===== src/rtl/ivec_reloc_pkg.sv =====
package ivec_reloc_pkg;
   // Bit positions inside the control byte (decoded by software, fixed)
   localparam int unsigned CTL_W    = 8;
   localparam int unsigned BIT_CE   = 0;
   localparam int unsigned BIT_SEL  = 1;
   localparam int unsigned BIT_EXT0 = 6;
   localparam int unsigned BIT_EXT1 = 7;
   localparam int unsigned N_SIZES  = 4;

   typedef struct packed {
      logic sel;
      logic armed;
      logic tail;
   } ivec_state_t;
endpackage


===== src/rtl/ivec_unlock_seq.sv =====
module ivec_unlock_seq #(
   parameter int unsigned WINDOW_CYC = 4
) (
   input  logic clk,
   input  logic rst_n,
   input  logic wr_en,
   input  logic wr_ce,
   input  logic wr_sel,
   output ivec_reloc_pkg::ivec_state_t st_o
);
   localparam int unsigned CNT_W = (WINDOW_CYC > 1) ? $clog2(WINDOW_CYC) : 1;
   localparam int unsigned AGE_W = CNT_W + 2;

   if (WINDOW_CYC < 1) begin : g_bad_window
      $error("WINDOW_CYC must be at least 1");
   end

   logic armed_q, sel_q, tail_q;
   logic arm, accept, expire;

   assign arm    = wr_en & wr_ce;
   assign accept = wr_en & armed_q & ~wr_ce;

   if (WINDOW_CYC == 1) begin : g_no_cnt
      assign expire = 1'b1;
   end else begin : g_cnt
      logic [CNT_W-1:0] cnt_q;
      always_ff @(posedge clk or negedge rst_n) begin
         if (!rst_n)                        cnt_q <= '0;
         else if (arm)                      cnt_q <= CNT_W'(WINDOW_CYC - 1);
         else if (armed_q && cnt_q != '0)   cnt_q <= cnt_q - 1'b1;
      end
      assign expire = (cnt_q == '0);
   end

   always_ff @(posedge clk or negedge rst_n) begin
      if (!rst_n) begin
         armed_q <= 1'b0;
         sel_q   <= 1'b0;
         tail_q  <= 1'b0;
      end else begin
         tail_q <= accept;
         if (accept) sel_q <= wr_sel;
         if (arm)                     armed_q <= 1'b1;
         else if (accept)             armed_q <= 1'b0;
         else if (armed_q && expire)  armed_q <= 1'b0;
      end
   end

   assign st_o.sel   = sel_q;
   assign st_o.armed = armed_q;
   assign st_o.tail  = tail_q;

   // Independent age counter bounding the window length
   logic [AGE_W-1:0] age_q;
   always_ff @(posedge clk or negedge rst_n) begin
      if (!rst_n)       age_q <= '0;
      else if (arm)     age_q <= AGE_W'(1);
      else if (armed_q) age_q <= age_q + 1'b1;
      else              age_q <= '0;
   end

   p_window_bound_r6: assert property (@(posedge clk) disable iff (!rst_n)
      armed_q |-> (age_q <= AGE_W'(WINDOW_CYC)));

   p_sel_hold_r4: assert property (@(posedge clk) disable iff (!rst_n)
      !armed_q |=> $stable(sel_q));

   p_accept_r5: assert property (@(posedge clk) disable iff (!rst_n)
      (armed_q && wr_en && !wr_ce) |=> (sel_q == $past(wr_sel)) && !armed_q);
endmodule


===== src/rtl/ivec_boot_map.sv =====
module ivec_boot_map #(
   parameter int unsigned PC_W          = 12,
   parameter int unsigned BOOT_MAX_LOG2 = 10
) (
   input  logic [1:0]      size_code,
   output logic [PC_W-1:0] boot_start
);
   if (BOOT_MAX_LOG2 >= PC_W || BOOT_MAX_LOG2 < 3) begin : g_bad_size
      $error("BOOT_MAX_LOG2 must lie in [3, PC_W-1]");
   end

   localparam logic [PC_W:0] TOP_V = (PC_W+1)'(1) << PC_W;

   logic [PC_W-1:0] starts [ivec_reloc_pkg::N_SIZES];

   for (genvar i = 0; i < int'(ivec_reloc_pkg::N_SIZES); i++) begin : g_start
      localparam logic [PC_W:0] WORDS = (PC_W+1)'(1) << (BOOT_MAX_LOG2 - i);
      assign starts[i] = PC_W'(TOP_V - WORDS);
   end

   assign boot_start = starts[size_code];
endmodule


===== src/rtl/ivec_exec_gate.sv =====
module ivec_exec_gate #(
   parameter int unsigned PC_W = 12
) (
   input  logic [PC_W-1:0] pc,
   input  logic [PC_W-1:0] boot_start,
   input  logic            sel,
   input  logic            boot_lock,
   input  logic            app_lock,
   output logic            lock_block,
   output logic [PC_W-1:0] vec_base
);
   logic in_boot;

   assign in_boot    = (pc >= boot_start);
   assign lock_block = (sel & boot_lock & ~in_boot) | (~sel & app_lock & in_boot);
   assign vec_base   = sel ? boot_start : '0;
endmodule


===== src/rtl/ivec_reloc_ctrl.sv =====
module ivec_reloc_ctrl #(
   parameter int unsigned PC_W          = 12,
   parameter int unsigned BOOT_MAX_LOG2 = 10,
   parameter int unsigned WINDOW_CYC    = 4
) (
   input  logic            clk,
   input  logic            rst_n,
   input  logic            wr_en,
   input  logic [7:0]      wr_data,
   output logic [7:0]      rd_data,
   input  logic [PC_W-1:0] pc,
   input  logic [1:0]      boot_size,
   input  logic            boot_lock,
   input  logic            app_lock,
   output logic [PC_W-1:0] vec_base,
   output logic            irq_block
);
   import ivec_reloc_pkg::*;

   ivec_state_t     st;
   logic [1:0]      ext_q;
   logic [PC_W-1:0] boot_start;
   logic            lock_block;

   ivec_unlock_seq #(.WINDOW_CYC(WINDOW_CYC)) u_seq (
      .clk    (clk),
      .rst_n  (rst_n),
      .wr_en  (wr_en),
      .wr_ce  (wr_data[BIT_CE]),
      .wr_sel (wr_data[BIT_SEL]),
      .st_o   (st)
   );

   ivec_boot_map #(.PC_W(PC_W), .BOOT_MAX_LOG2(BOOT_MAX_LOG2)) u_map (
      .size_code  (boot_size),
      .boot_start (boot_start)
   );

   ivec_exec_gate #(.PC_W(PC_W)) u_gate (
      .pc         (pc),
      .boot_start (boot_start),
      .sel        (st.sel),
      .boot_lock  (boot_lock),
      .app_lock   (app_lock),
      .lock_block (lock_block),
      .vec_base   (vec_base)
   );

   always_ff @(posedge clk or negedge rst_n) begin
      if (!rst_n)     ext_q <= 2'b00;
      else if (wr_en) ext_q <= {wr_data[BIT_EXT1], wr_data[BIT_EXT0]};
   end

   always_comb begin
      rd_data           = '0;
      rd_data[BIT_EXT1] = ext_q[1];
      rd_data[BIT_EXT0] = ext_q[0];
      rd_data[BIT_SEL]  = st.sel;
      rd_data[BIT_CE]   = st.armed;
   end

   assign irq_block = st.armed | st.tail | lock_block;

   p_arm_sets_ce_r3: assert property (@(posedge clk) disable iff (!rst_n)
      (wr_en && wr_data[0]) |=> rd_data[0] && irq_block);

   p_mask_armed_r7: assert property (@(posedge clk) disable iff (!rst_n)
      rd_data[0] |-> irq_block);

   p_tail_mask_r7: assert property (@(posedge clk) disable iff (!rst_n)
      (rd_data[0] && wr_en && !wr_data[0]) |=> irq_block);

   p_base_zero_r8: assert property (@(posedge clk) disable iff (!rst_n)
      !rd_data[1] |-> (vec_base == '0));

   p_app_lock_r9: assert property (@(posedge clk) disable iff (!rst_n)
      (rd_data[1] && boot_lock && pc < boot_start) |-> irq_block);

   p_boot_lock_r10: assert property (@(posedge clk) disable iff (!rst_n)
      (!rd_data[1] && app_lock && pc >= boot_start) |-> irq_block);
endmodule


===== config.mk =====
export PLATFORM = sky130hd
export DESIGN_NAME = ivec_reloc_ctrl
export DESIGN_NICKNAME = d
export VERILOG_FILES = /design/src/rtl/ivec_reloc_pkg.sv /design/src/rtl/ivec_unlock_seq.sv /design/src/rtl/ivec_boot_map.sv /design/src/rtl/ivec_exec_gate.sv /design/src/rtl/ivec_reloc_ctrl.sv
export SDC_FILE = /design/constraint.sdc
export NUM_CORES = 1
export LEC_CHECK = 0
export ABC_AREA = 1
export BUFFER_PORTS_ARGS = -buffer_cell sky130_fd_sc_hd__buf_2
export CAP_MARGIN = 20
export CORE_ASPECT_RATIO = 1.1
export CORE_MARGIN = 10
export CORE_UTILIZATION = 36
export CTS_BUF_LIST = sky130_fd_sc_hd__clkbuf_8
export DETAILED_ROUTE_END_ITERATION = 10
export PLACE_DENSITY = 0.77
export SYNTH_ARGS = -nofsm -noshare
export SYNTH_HDL_FRONTEND = slang
export SYNTH_SLANG_ARGS = --single-unit
export TNS_END_PERCENT = 5

===== constraint.sdc =====
create_clock -name clk -period 1.3 [get_ports clk]
set_input_delay 0.26 -clock clk [delete_from_list [all_inputs] [get_ports clk]]
set_output_delay 0.26 -clock clk [all_outputs]
set_load 0.005 [all_outputs]

==> Flow_metrics.wiki <==
{| class="wikitable"
! Metric !! Value
|-
| Outcome || complete, but fails checks
|-
| Violated checks || negative setup slack
|-
| Register area share after synthesis || 28.7%
|-
| Sequential share of power || 31.3%
|-
| Count of unique library cells instantiated by Yosys || 16
|-
| Worst path required time || 1040 ps
|-
| Die Span X || 59.2 um
|-
| Final Hold Viols || 0
|-
| Final routed wire length divided by cell count || 12.3 um
|-
| Cell chosen for the clock root || sky130_fd_sc_hd__clkbuf_8
|-
| Global routing usage summed across all routing layers || 8.40%
|-
| Number of H-tree levels || 1
|-
| Post-Place Cell Area || 738 sq um
|-
| Effective utilization at floorplan || 38.2%
|-
| Area added between synthesis and finish || 47.6%
|-
| Highest net fanout along the worst path || 3
|-
| Total die area || 0.00374 sq mm
|-
| CTS tree || built
|-
| Post-Route WL || 1.72 mm
|-
| Utilization after layout || 56.4%
|-
| Diode count || 0
|-
| Post-Synthesis Cells || 86
|-
| CP delay by family, top || simple AND/OR/NAND/NOR gates
|-
| Site row count || 15
|-
| Post-Syn Area per Cell || 7.09 sq um
|-
| Gr ovfl total || 0
|-
| Register cell area after layout || 176 sq um
|-
| Sw Pwr || 316 uW
|-
| Post-route cell area || 900 sq um
|-
| Setup crit start kind || input pin
|-
| Final setup slack of the worst path || -206 ps
|-
| Power density of the placed cells || 1070 mW/mm^2
|-
| Number of DRC violations after detailed-routing iteration 0 || 5
|-
| Type of the worst setup path || in -> out
|-
| Max Buffers Root-to-Sink || 2
|-
| Fillcell total || 155
|-
| Total standard cell area after synthesis || 609 sq um
|-
| Post-place setup slack || -292 ps
|-
| Proportion of total power due to net switching || 32.9%
|-
| Via count of the first global-routing pass || 593
|-
| DIE HEIGHT || 63.2 um
|-
| Buffers on Ports || 32
|-
| Biggest cell delay along the critical path || 220 ps
|-
| Peak supply drop || 0.789 mV
|-
| Clock tree skew after final layout || 2.36 ps
|-
| Fin crit period || 1510 ps
|-
| Crit path buffers/inverters || 2
|-
| RSZ-0062 raised after global routing || true
|-
| Final setup fails || 1
|-
| 1st-pass router iterations || 3
|-
| Share of final-layout standard cells stronger than drive strength 1 || 46.3%
|-
| Pin count of the biggest net entering global routing || 8
|-
| Clock buffers created by TritonCTS || 3
|-
| Routability congestion estimate || 0.719
|-
| Remaining antenna violation count after routing || 0
|-
| Leakage power of the design || 0.000547 uW
|-
| Part of the total power dissipated in combinational logic || 36.9%
|-
| First-pass GRT wire length || 2.55 mm
|-
| Post-DP HPWL || 1.31 mm
|-
| Pint || 646 uW
|-
| Initial antenna violation count || 0
|-
| R2R Setup Slk || 280 ps
|-
| Path type of the worst min-delay path || in -> reg
|-
| TritonCTS Sinks || 7
|-
| Fin crit share || 116%
|-
| Final max-slew violation count || 0
|-
| Part of the power in the clock network || 31.8%
|-
| Placeable core area || 0.00160 sq mm
|-
| Post-layout net count || 155
|-
| Vias per std cell || 4.21
|-
| Synthesis warning total || 0
|-
| Worst-Skew Late Latency || 230 ps
|-
| Maximum capacitance violations || 0
|-
| Worst-path cell with the longest stage delay || sky130_fd_sc_hd__ha_4
|-
| Residual DRC count || 0
|-
| # IOs || 48
|-
| Arrival time reported for the critical path endpoint || 1250 ps
|-
| Maximum operating frequency || 664 MHz
|-
| Worst slack on hold paths || 224 ps
|-
| Worst-path clk slew || 40 ps
|-
| Crit path capture type || output pin
|-
| Most common library cell in the layout ignoring fill and taps || sky130_fd_sc_hd__buf_2
|-
| Area used by multi-input combinational logic || 348 sq um
|-
| Cell occurring most often along the worst timing path || sky130_fd_sc_hd__nand2_1
|-
| Chain of cells forming the critical path || buf_8 > nor2_4 > ha_4 > a21oi_2 > nand2_1 > nand2_1 > nand2_1 > nand2_1 > nand3_1 > buf_2
|-
| Post-synthesis register bit count || 7
|-
| Commonest cells after routing, fill and taps aside || sky130_fd_sc_hd__buf_2 (30), sky130_fd_sc_hd__inv_1 (19), sky130_fd_sc_hd__nand2_1 (12)
|-
| Via count || 590
|}
-- layer usage --
layer | up-vias | track usage, % | routed length, um | share of wire (%)
li1 | 304 | - | - | -
met1 | 253 | 7.59 | 615 | 36
met2 | 29 | 14.7 | 852 | 49
met3 | 4 | 4.61 | 225 | 13
met4 | 0 | 3.45 | 29 | 1.7
met5 | - | 0 | 0 | 0
-- Yosys cell counts --
| cell type | n | share of area, % |
|---|---|---|
| sky130_fd_sc_hd__inv_1 | 20 | 12 |
| sky130_fd_sc_hd__buf_4 | 15 | 18 |
| sky130_fd_sc_hd__nand2_1 | 15 | 9.2 |
| sky130_fd_sc_hd__nor2_1 | 8 | 4.9 |
| sky130_fd_sc_hd__dfrtp_1 | 7 | 29 |
| sky130_fd_sc_hd__ha_1 | 4 | 8.2 |
| sky130_fd_sc_hd__a21oi_1 | 3 | 2.5 |
| sky130_fd_sc_hd__nand3_1 | 3 | 2.5 |
| sky130_fd_sc_hd__o21ai_0 | 3 | 2.5 |
| sky130_fd_sc_hd__mux2_2 | 2 | 3.7 |
| sky130_fd_sc_hd__conb_1 | 1 | 0.62 |
| sky130_fd_sc_hd__nand2_2 | 1 | 1.0 |
| sky130_fd_sc_hd__nand3b_1 | 1 | 1.2 |
| sky130_fd_sc_hd__nor2_2 | 1 | 1.0 |
| sky130_fd_sc_hd__nor2_4 | 1 | 1.8 |
| sky130_fd_sc_hd__o31ai_1 | 1 | 1.2 |
-- cell families after synthesis --
family / share of synthesized area, %
flops: 28.7
other cells: 0.615
simple gates: 21.8
buf+inv: 30.8
compound gates: 6.16
mux: 3.70
fa+ha+maj: 8.21
-- metrics by stage --
stage	TNS (ps)	total power, uW	cells
global route	-291	1030	140
global placement	-280	597	133
finish	-206	962	140
detailed placement	-292	614	133
floorplan	0	536	96
CTS	-211	960	140
-- worst register-to-register path: stages (launching register included) --
cell	delay (ps)
sky130_fd_sc_hd__dfrtp_1	320
sky130_fd_sc_hd__inv_1	60
sky130_fd_sc_hd__ha_1	270
sky130_fd_sc_hd__inv_1	40
sky130_fd_sc_hd__a21oi_1	130
sky130_fd_sc_hd__o21ai_0	90
-- worst paths after layout --
check,start,end,depth (start not counted)
hold / removal,wr_data[0],u_seq.tail_q$_DFF_PN0_,2
min in group asynchronous,rst_n,ext_q[1]$_DFFE_PN0P_,2
setup reg to reg,u_seq.g_cnt.cnt_q[0]$_DFFE_PN0P_,u_seq.g_cnt.cnt_q[1]$_DFFE_PN0P_,5
setup / recovery,boot_size[1],irq_block,10
hold reg to reg,ext_q[0]$_DFFE_PN0P_,ext_q[0]$_DFFE_PN0P_,1
max in group asynchronous,rst_n,u_seq.sel_q$_DFFE_PN0P_,2
-- power groups by stage --
stage                     Combinational (uW)  Clock, uW  Sequential [uW]
after global routing                     407        320              305
after global placement                   297          0              300
final                                    355        306              301
after floorplan                          239          0              296
after detailed placement                 312          0              302
after CTS                                347        313              299
-- layout make-up --
| class | instances | area share, % |
|---|---|---|
| clock inverters | 1 | 0.417 |
| clock buffers | 3 | 4.59 |
| repair buffers | 38 | 25.7 |
| flip-flops and latches | 7 | 19.6 |
| inverters | 20 | 8.62 |
| multi-input cells | 54 | 38.7 |
| well taps | 17 | 2.36 |
-- repair_timing --
action	4_1_cts	5_1_grt
pin swaps	11	10
hold endpoints to repair	7	0
setup buffers	2	0
gates resized for setup	15	5
setup endpoints to repair	1	3
hold buffers	1	0
-- state kept, by name (all words and copies together), names as in the netlist --
signal	cells
u_seq.tail_q	1
ext_q	2
u_seq.armed_q	1
u_seq.g_cnt.cnt_q	2
u_seq.sel_q	1
Power figures use the tool's default switching activity.
